`src/rtl/csk_pkg.sv`:
```
package csk_pkg;

    // Bits per block-width field in the partition vector.
    localparam int unsigned WF   = 8;
    // Largest number of blocks the partition vector can describe.
    localparam int unsigned MAXB = 16;

    typedef logic [MAXB*WF-1:0] widths_t;

    // Width of block idx.
    function automatic int unsigned blk_w(widths_t w, int unsigned idx);
        return int'(w[idx*WF +: WF]);
    endfunction

    // Position of the least significant bit of block idx.
    function automatic int unsigned blk_lo(widths_t w, int unsigned idx);
        int unsigned acc;
        acc = 0;
        for (int unsigned j = 0; j < idx; j++) begin
            acc += blk_w(w, j);
        end
        return acc;
    endfunction

    // Total width covered by the first n blocks.
    function automatic int unsigned sum_w(widths_t w, int unsigned n);
        return blk_lo(w, n);
    endfunction

    // Number of zero-width entries among the first n blocks.
    function automatic int unsigned zero_cnt(widths_t w, int unsigned n);
        int unsigned z;
        z = 0;
        for (int unsigned j = 0; j < n; j++) begin
            if (blk_w(w, j) == 0) z++;
        end
        return z;
    endfunction

endpackage

```
`src/rtl/csk_fa_cell.sv`:
```
module csk_fa_cell (
    input  logic a_i,
    input  logic b_i,
    input  logic c_i,
    output logic s_o,
    output logic c_o,
    output logic p_o
);

    logic gen;

    always_comb begin
        p_o = a_i ^ b_i;
        gen = a_i & b_i;
        s_o = p_o ^ c_i;
        c_o = gen | (p_o & c_i);
    end

endmodule

```
`src/rtl/csk_block.sv`:
```
module csk_block #(
    parameter int unsigned W = 4
) (
    input  logic [W-1:0] a_i,
    input  logic [W-1:0] b_i,
    input  logic         c_i,
    output logic [W-1:0] sum_o,
    output logic         c_o,
    output logic         gp_o
);

    // rip[k] is the carry entering bit k; rip[W] leaves the top bit.
    logic [W:0]   rip;
    logic [W-1:0] prop;

    assign rip[0] = c_i;

    for (genvar k = 0; k < W; k++) begin : g_bit
        csk_fa_cell u_fa (
            .a_i (a_i[k]),
            .b_i (b_i[k]),
            .c_i (rip[k]),
            .s_o (sum_o[k]),
            .c_o (rip[k+1]),
            .p_o (prop[k])
        );
    end

    // Block propagate selects between the incoming carry and the ripple.
    always_comb begin
        gp_o = &prop;
        c_o  = gp_o ? c_i : rip[W];
    end

endmodule

```
`src/rtl/csk_group_skip.sv`:
```
module csk_group_skip #(
    parameter int unsigned NB = 2
) (
    input  logic [NB-1:0] gp_i,
    input  logic          c_i,
    input  logic          rip_c_i,
    output logic          c_o
);

    logic sgp;

    always_comb begin
        sgp = &gp_i;
        c_o = sgp ? c_i : rip_c_i;
    end

endmodule

```
`src/rtl/csk_adder.sv`:
```
module csk_adder #(
    parameter int unsigned      N      = 16,
    parameter int unsigned      NBLK   = 4,
    parameter csk_pkg::widths_t BLK_W  = csk_pkg::widths_t'({8'd4, 8'd4, 8'd4, 8'd4}),
    parameter int unsigned      GRP_SZ = 0
) (
    input  logic [N-1:0] a_i,
    input  logic [N-1:0] b_i,
    input  logic         c_i,
    output logic [N-1:0] sum_o,
    output logic         c_o
);

    // Blocks per group; with the second level off, all blocks form one
    // group whose carry simply follows the last block's skip mux.
    localparam int unsigned EFF  = (GRP_SZ == 0) ? NBLK : GRP_SZ;
    localparam int unsigned NGRP = (NBLK + EFF - 1) / EFF;

    if (csk_pkg::sum_w(BLK_W, NBLK) != N) begin : g_bad_total
        $error("csk_adder: block widths do not add up to N");
    end
    if (csk_pkg::zero_cnt(BLK_W, NBLK) != 0) begin : g_bad_zero
        $error("csk_adder: a block width is zero");
    end
    if (NBLK > csk_pkg::MAXB) begin : g_bad_count
        $error("csk_adder: too many blocks");
    end

    logic [NBLK-1:0] blk_ci;
    logic [NBLK-1:0] blk_co;
    logic [NBLK-1:0] blk_gp;
    logic [NGRP:0]   grp_c;

    assign grp_c[0] = c_i;

    for (genvar i = 0; i < NBLK; i++) begin : g_blk
        localparam int unsigned LO = csk_pkg::blk_lo(BLK_W, i);
        localparam int unsigned W  = csk_pkg::blk_w(BLK_W, i);

        if (i % EFF == 0) begin : g_head
            assign blk_ci[i] = grp_c[i/EFF];
        end else begin : g_chain
            assign blk_ci[i] = blk_co[i-1];
        end

        csk_block #(.W(W)) u_blk (
            .a_i   (a_i[LO +: W]),
            .b_i   (b_i[LO +: W]),
            .c_i   (blk_ci[i]),
            .sum_o (sum_o[LO +: W]),
            .c_o   (blk_co[i]),
            .gp_o  (blk_gp[i])
        );
    end

    if (GRP_SZ == 0) begin : g_one_level
        logic gp_unused;
        assign gp_unused = &blk_gp;
        assign grp_c[1]  = blk_co[NBLK-1];
    end else begin : g_two_level
        for (genvar g = 0; g < NGRP; g++) begin : g_grp
            localparam int unsigned FIRST = g * EFF;
            localparam int unsigned LAST  =
                ((FIRST + EFF) < NBLK) ? (FIRST + EFF - 1) : (NBLK - 1);
            localparam int unsigned NB    = LAST - FIRST + 1;

            csk_group_skip #(.NB(NB)) u_grp (
                .gp_i    (blk_gp[LAST:FIRST]),
                .c_i     (grp_c[g]),
                .rip_c_i (blk_co[LAST]),
                .c_o     (grp_c[g+1])
            );
        end
    end

    assign c_o = grp_c[NGRP];

endmodule

```
`config.mk`:
```
export PLATFORM = sky130hd
export DESIGN_NAME = csk_adder
export DESIGN_NICKNAME = d
export VERILOG_FILES = /design/src/rtl/csk_pkg.sv /design/src/rtl/csk_fa_cell.sv /design/src/rtl/csk_block.sv /design/src/rtl/csk_group_skip.sv /design/src/rtl/csk_adder.sv
export SDC_FILE = /design/constraint.sdc
export NUM_CORES = 1
export LEC_CHECK = 0
export ABC_AREA = 1
export BUFFER_PORTS_ARGS = -buffer_cell sky130_fd_sc_hd__buf_4
export CAP_MARGIN = 20
export CORE_UTILIZATION = 39
export DETAILED_ROUTE_END_ITERATION = 6
export PLACE_DENSITY = 0.82
export SETUP_SLACK_MARGIN = 0.15
export SLEW_MARGIN = 10
export SYNTH_ARGS = -nofsm -noshare
export SYNTH_HDL_FRONTEND = slang
export SYNTH_SLANG_ARGS = --single-unit
```
`constraint.sdc`:
```
create_clock -name vclk -period 17
set_input_delay 3.4 -clock vclk [all_inputs]
set_output_delay 3.4 -clock vclk [all_outputs]
set_load 0.005 [all_outputs]
```
==> run summary, run 1 <==
After detailed routing, the average wire length per cell comes to 10.3 um. The logs give 7.14 ns for the final hold slack and 5 for the iteration-0 DRC count of the detailed router. 0 antenna diodes ended up in the layout.

The cell area power density came out at 34.0 nW/um2. The share of final-layout standard cells stronger than drive strength 1 is 0.491. The max-capacitance violation count was 0; the fraction of met2 tracks used by global routing was 0.290. By area the synthesized netlist is led by sky130_fd_sc_hd__fa_1, sky130_fd_sc_hd__ha_1, sky130_fd_sc_hd__buf_4, sky130_fd_sc_hd__inv_1, sky130_fd_sc_hd__nand2_1. Entering global routing, the biggest net connects 3 pins. For the fraction of the yosys area taken by sequential cells, the log shows 0. STA classifies the critical path startpoint as an input pin.

Gates resized during post-CTS repair numbered 0. The achievable frequency came out at 70.1 MHz. Setup repair after global routing left no endpoint under its margin. From synthesis to final layout, the design area changed by 36.1%. Post-CTS timing repair inserted 0 buffers for setup. The tools report the count of boundary I/O pins as 50.

The number of nets in the synthesized netlist is 145. The global routing met1 resource utilization came out at 0.145. Summed over all cells, the static leakage comes to 0.585 nW.

After routing, the total negative slack on setup checks comes to 0 ns. After floorplanning, the core was sized to cover 1940 um2. Number of iterations in the first detailed-routing pass: 4. The remaining design rule violation count came out at 0.

The fraction of synthesized cell area taken by the top area cell type was 0.401. The tools report the detailed placement HPWL as 1430 um. Endpoint of the worst setup timing path: sum_o[15].

Worst hold path class: in -> out. IR analysis of the VDD net gives a maximum drop of 17.7 uV. After global routing, the most crowded layer is met2.

The logs give 141 for the cell total after placement and 2210 um for the global-route wire length before repair. The floorplan step defined a die boundary enclosing 2230 um2. For this block, the routed nets add up to 1450 um of wire. The logs give 584 for the number of global-route vias before repair and 0.871 for the normalized max-slew margin. The max-slew violation total from the final report came out at 0.

Buffers inserted to repair hold after CTS numbered 0. In this run the worst setup path begins at c_i. Along the worst path, the maximum fanout reaches 2.

The met3 global-route usage was 0.00385; the total overflow reported by the global router was 0. The effective utilization at floorplan is 0.412. The floorplan has 16 rows. By startpoint and endpoint, the worst setup path is classified as in -> out.

Summing every instance area after synthesis gives 800 um2. The mean cell area of the mapped netlist was 9.99 um2. STA classifies the critical path endpoint as an output pin.

For the gate count after technology mapping, the log shows 80. After synthesis, the most frequently instantiated cells are sky130_fd_sc_hd__buf_4, sky130_fd_sc_hd__fa_1, sky130_fd_sc_hd__ha_1, sky130_fd_sc_hd__inv_1, sky130_fd_sc_hd__nand2_1. The number of unique standard cell types used by synthesis was 16. After detailed routing, the number of vias per cell comes to 4.18.

Registers take 0 um2. In the final design database the tool counted 181 nets. Setup violations remaining at the end of the flow were counted as 0. Fraction of the cycle the final worst path needs: 0.839.

The floorplan step set the die height to 47.3 um. Counting the fill cells in the layout gives 192. The run finished with clean final reports.

In the final layout, the multi-input gates occupy 642 um2. The slew at the pin closest to its max-slew limit works out to 0.193 ns. The initial antenna violation count is 0, and the residual antenna-violating net count after detailed routing is 0.

Sequential cells placed in the final layout were counted as 0. The largest total area in the synthesized netlist belongs to sky130_fd_sc_hd__fa_1. In this run the horizontal extent of the chip is 47.3 um.

The logs give 589 for the total via count in the routed design and 10.86 ns for the data arrival time of the critical path. The number of I/O port buffers is 50, and the final-layout clock buffer total is 0. Excluding fillers, the count of instances in the completed layout stands at 141. After layout, the minimum clock period comes to 14.26 ns.

Final weighted congestion in routability-driven placement: 0.680. The run gives 0 as the number of hold violations in the final report. The warning count from the yosys run was 0; the global-route total usage across every layer was 0.133. The required time of the critical path came out at 13.60 ns.
[metrics by stage]
| step | instance area, um2 | setup WS (ns) | utilization | total power [mW] |
|---|---|---|---|---|
| final | 1090 | 2.74 | 0.561 | 0.0370 |
| after floorplan | 800 | 3.20 | - | 0.0246 |
| after CTS | 1090 | 2.69 | 0.561 | 0.0380 |
| after global routing | 1090 | 2.37 | 0.561 | 0.0428 |
| after global placement | 1090 | 2.85 | 0.561 | 0.0361 |
| after detailed placement | 1090 | 2.71 | 0.561 | 0.0377 |
[metal layers]
| layer | wire, um | share of wire |
|---|---|---|
| met1 | 464 | 0.32 |
| met2 | 898 | 0.62 |
| met3 | 85 | 0.059 |
| met4 | 0 | 0 |
| met5 | 0 | 0 |
[where the power goes]
group          switching [mW]  total (mW)  leakage [nW]  internal [mW]
clock network               0           0             0              0
logic                  0.0151      0.0370         0.585         0.0219
registers                   0           0             0              0
[worst min-delay path by stage]
| stage | startpoint | endpoint | cells after the start | slack, ns |
|---|---|---|---|---|
| after global placement | b_i[5] | sum_o[5] | 3 | 7.14 |
| after detailed placement | b_i[1] | sum_o[1] | 3 | 7.14 |
| after CTS | b_i[1] | sum_o[1] | 3 | 7.14 |
| final | b_i[5] | sum_o[5] | 3 | 7.14 |
| after floorplan | b_i[10] | sum_o[10] | 2 | 7.03 |
| after global routing | b_i[1] | sum_o[1] | 3 | 7.15 |
[layout by cell type (no fill, tap or decap)]
cell type and instances:
sky130_fd_sc_hd__buf_4 50, sky130_fd_sc_hd__fa_1 16, sky130_fd_sc_hd__ha_1 16, sky130_fd_sc_hd__inv_1 10, sky130_fd_sc_hd__nand2_1 9, sky130_fd_sc_hd__nor2_1 2, sky130_fd_sc_hd__nand3_2 2, sky130_fd_sc_hd__o21bai_2 1
sky130_fd_sc_hd__nor2_2 1, sky130_fd_sc_hd__o21ai_1 1, sky130_fd_sc_hd__or2_1 1, sky130_fd_sc_hd__and2_1 1, sky130_fd_sc_hd__and2_2 1, sky130_fd_sc_hd__nand4_1 1, sky130_fd_sc_hd__nand3_1 1, sky130_fd_sc_hd__or2_2 1
[cell families (layout without fill, tap and decap cells)]
family	after synthesis	after routing	synth area share
adder cells (fa/ha/maj)	32	32	0.651
buffers and inverters	26	60	0.197
AND/OR/NAND/NOR	20	20	0.131
AO/OA/AOI/OAI	2	2	0.0203
[worst max-delay path, cell delays in order]
cell                       delay (ns)
sky130_fd_sc_hd__buf_4           0.11
sky130_fd_sc_hd__inv_1           0.09
sky130_fd_sc_hd__fa_1            0.17
sky130_fd_sc_hd__inv_1           0.05
sky130_fd_sc_hd__fa_1            0.37
sky130_fd_sc_hd__fa_1            0.39
sky130_fd_sc_hd__fa_1            0.36
sky130_fd_sc_hd__o21bai_2        0.21
sky130_fd_sc_hd__and2_2          0.19
sky130_fd_sc_hd__fa_1            0.38
sky130_fd_sc_hd__fa_1            0.39
sky130_fd_sc_hd__fa_1            0.38
sky130_fd_sc_hd__fa_1            0.36
sky130_fd_sc_hd__o21ai_1         0.13
sky130_fd_sc_hd__nand2_1         0.09
sky130_fd_sc_hd__fa_1            0.39
sky130_fd_sc_hd__fa_1            0.41
sky130_fd_sc_hd__fa_1            0.40
sky130_fd_sc_hd__fa_1            0.37
sky130_fd_sc_hd__or2_1           0.24
sky130_fd_sc_hd__and2_1          0.18
sky130_fd_sc_hd__fa_1            0.38
sky130_fd_sc_hd__fa_1            0.39
sky130_fd_sc_hd__fa_1            0.38
sky130_fd_sc_hd__inv_1           0.08
sky130_fd_sc_hd__fa_1            0.41
sky130_fd_sc_hd__inv_1           0.06
sky130_fd_sc_hd__buf_4           0.10
[area by class of cell]
class	instances	share of cell area
inverters	10	0.0345
multi-input cells	54	0.590
well taps	27	0.0310
repair buffers	50	0.345
Note: power is estimated with default switching activity, not from simulation.
==> inputs of run 2 (changes only) <==
==> constraint.sdc (replaced) <==
create_clock -name vclk -period 14.19
set_input_delay 2.838 -clock vclk [all_inputs]
set_output_delay 2.838 -clock vclk [all_outputs]
set_load 0.005 [all_outputs]
==> run 2 against run 1 <==
Cell area unchanged. Combinational power up 19%. Non-clock buffer count unchanged. Final cell count unchanged. Worst setup slack worse by 1.7 ns. Hold slack worse by 1.1 ns. Clock-buffer cell count unchanged. Flip-flop and latch count unchanged. Core utilization unchanged. Wire length down 7.7%. First-iteration DRC count down 40%. Critical path type unchanged. Critical endpoint unchanged.
==> run summary, run 2 (same netlist as run 1, synthesis figures left out) <==
The flow ran to the end, and the final reports show no timing, DRC or antenna violations. The run gives 0 um2 as the area occupied by registers. The clock buffers instantiated in the layout total 0. After layout, the worst setup slack is 1.05 ns.

Fraction of the cycle the final worst path needs: 0.926. The average via count per standard cell is 4.16. For the placed standard-cell area, the log shows 1090 um2.

Once detail routing completed, the nets flagged for antenna violations numbered 0. The global-route total usage across every layer was 0.122. Summed over all layers, the global routing overflow is 0. The net count of the finished layout is 181.

The finished cells cover 1090 um2. The wire length on met2 was 809 um. In this run the count of I/O pins placed on the die edge is 50. The die extent in x is 47.3 um, and the area of the placeable core is 1940 um2. The path class of the tightest hold or removal check is in -> out. For the finished layout, the period the worst path requires is 13.14 ns. The analysis attributes to cell leakage a power of 0.585 nW. Routability-driven placement finished with a final weighted congestion of 0.687.

In this run the worst setup path begins at a_i[0]. The required time of the critical path is 11.35 ns. The first detailed-routing pass ran for 3 iterations. In the final layout, the multi-input gates occupy 642 um2. The count of sequential standard cells was 0; the wire length per cell was 9.47 um. Initial antenna violation count: 0.

The global-route wire length before repair was 2040 um; the cell area power density was 40.3 nW/um2. Once the clock tree was built, the setup fixing pass inserted 0 buffers. The layout overhead on the synthesized area is 36.1%, and the remaining design rule violation count is 0.

The worst setup path is captured at an output pin. The critical path ends at sum_o[15]. Total via count in the routed design: 586.

The run gives 0 as the number of hold violations in the final report. Fill cell total of the finished layout: 180. Data on the critical path arrives at its endpoint at 10.30 ns. The quantity of gates resized following cts is 0, and the maximum fanout encountered on the critical timing path is 2.

The number of rows in the core area is 16. The topmost layer with routed signal wires is met3. Slew at the pin closest to its max-slew limit: 0.188 ns. In the layout the commonest cells are sky130_fd_sc_hd__buf_4, sky130_fd_sc_hd__fa_1, sky130_fd_sc_hd__ha_1. Setup repair after global routing left no endpoint under its margin. The worst setup path is launched from an input pin. Hold buffer count at CTS: 0.

The number of endpoints failing setup at the final stage is 0. The effective utilization at floorplan is 0.412, and the number of I/O port buffers is 50. The library cell used most frequently in the layout, excluding fill and tap cells, is sky130_fd_sc_hd__buf_4. For the area of the die, the log shows 2230 um2. Number of global-route vias before repair: 543. The sum of routed wire length over all layers is 1340 um, and the setup TNS is 0 ns. The logs give 0.988 ns for the worst-case setup slack after placement and 3 for the pin count of the biggest net entering global routing.

The die extent in y works out to 47.3 um. The run gives 0 as the number of diodes. In this run, the number of DRC markers left after iteration 0 of detailed routing was 3. The total length of routed met3 wires is 63 um, and the achievable frequency is 76.1 MHz. IR analysis of the VDD net gives a maximum drop of 19.9 uV. Share of final-layout standard cells stronger than drive strength 1: 0.491.

The run gives 0.874 as the normalized max-slew margin. The logs give 0.561 for the share of the core filled with cells and 462 um for the routed length on met1. Max-capacitance violation count: 0. The max-slew violation total from the final report is 0.

The critical path in this run is classified as in -> out. Detailed placement ended at an HPWL of 1340 um.
## run 2: cell counts in the layout (fill, tap and decap cells not counted)
Identical to the previous run, type by type.
## run 2: area by class of cell
class	count	area share
inverters	10	0.0345
repair buffers	50	0.345
multi-input cells	54	0.590
well taps	27	0.0310
## run 2: worst max-delay path, cell delays in order
cell and delay (ns):
sky130_fd_sc_hd__buf_4 0.11, sky130_fd_sc_hd__inv_1 0.07, sky130_fd_sc_hd__fa_1 0.18, sky130_fd_sc_hd__inv_1 0.05, sky130_fd_sc_hd__fa_1 0.37, sky130_fd_sc_hd__fa_1 0.39
sky130_fd_sc_hd__fa_1 0.37, sky130_fd_sc_hd__o21bai_2 0.20, sky130_fd_sc_hd__and2_2 0.18, sky130_fd_sc_hd__fa_1 0.38, sky130_fd_sc_hd__fa_1 0.39, sky130_fd_sc_hd__fa_1 0.38
sky130_fd_sc_hd__fa_1 0.36, sky130_fd_sc_hd__o21ai_1 0.12, sky130_fd_sc_hd__nand2_1 0.09, sky130_fd_sc_hd__fa_1 0.39, sky130_fd_sc_hd__fa_1 0.40, sky130_fd_sc_hd__fa_1 0.40
sky130_fd_sc_hd__fa_1 0.39, sky130_fd_sc_hd__or2_1 0.25, sky130_fd_sc_hd__and2_1 0.18, sky130_fd_sc_hd__fa_1 0.38, sky130_fd_sc_hd__fa_1 0.39, sky130_fd_sc_hd__fa_1 0.37
sky130_fd_sc_hd__inv_1 0.08, sky130_fd_sc_hd__fa_1 0.42, sky130_fd_sc_hd__inv_1 0.06, sky130_fd_sc_hd__buf_4 0.10
## run 2: report_power, final
part	leakage, nW	internal, mW	switching [mW]
clock	0	0	0
combinational	0.585	0.0261	0.0177
sequential	0	0	0
## run 2: per-layer routing
layer	global-route usage	vias up
met4	0	0
met1	0.138	276
met3	0.00385	0
met2	0.260	21
li1	-	289
met5	0	-
## run 2: how the worst min path moves through the flow
| stage | startpoint | to | slack (ns) | cells past startpoint |
|---|---|---|---|---|
| CTS | b_i[5] | sum_o[5] | 6.02 | 3 |
| global route | b_i[2] | sum_o[2] | 6.03 | 3 |
| global placement | b_i[5] | sum_o[5] | 6.01 | 3 |
| finish | b_i[5] | sum_o[5] | 6.01 | 3 |
| floorplan | b_i[10] | sum_o[10] | 5.91 | 2 |
| detailed placement | b_i[9] | sum_o[9] | 6.02 | 3 |
## run 2: through the flow
step / cells / hold slack, ns / power (mW)
4_1_cts: 141 / 6.02 / 0.0450
5_1_grt: 141 / 6.03 / 0.0508
3_5_place_dp: 141 / 6.02 / 0.0448
6_report: 141 / 6.01 / 0.0439
3_3_place_gp: 141 / 6.01 / 0.0432
2_1_floorplan: 80 / 5.91 / 0.0294
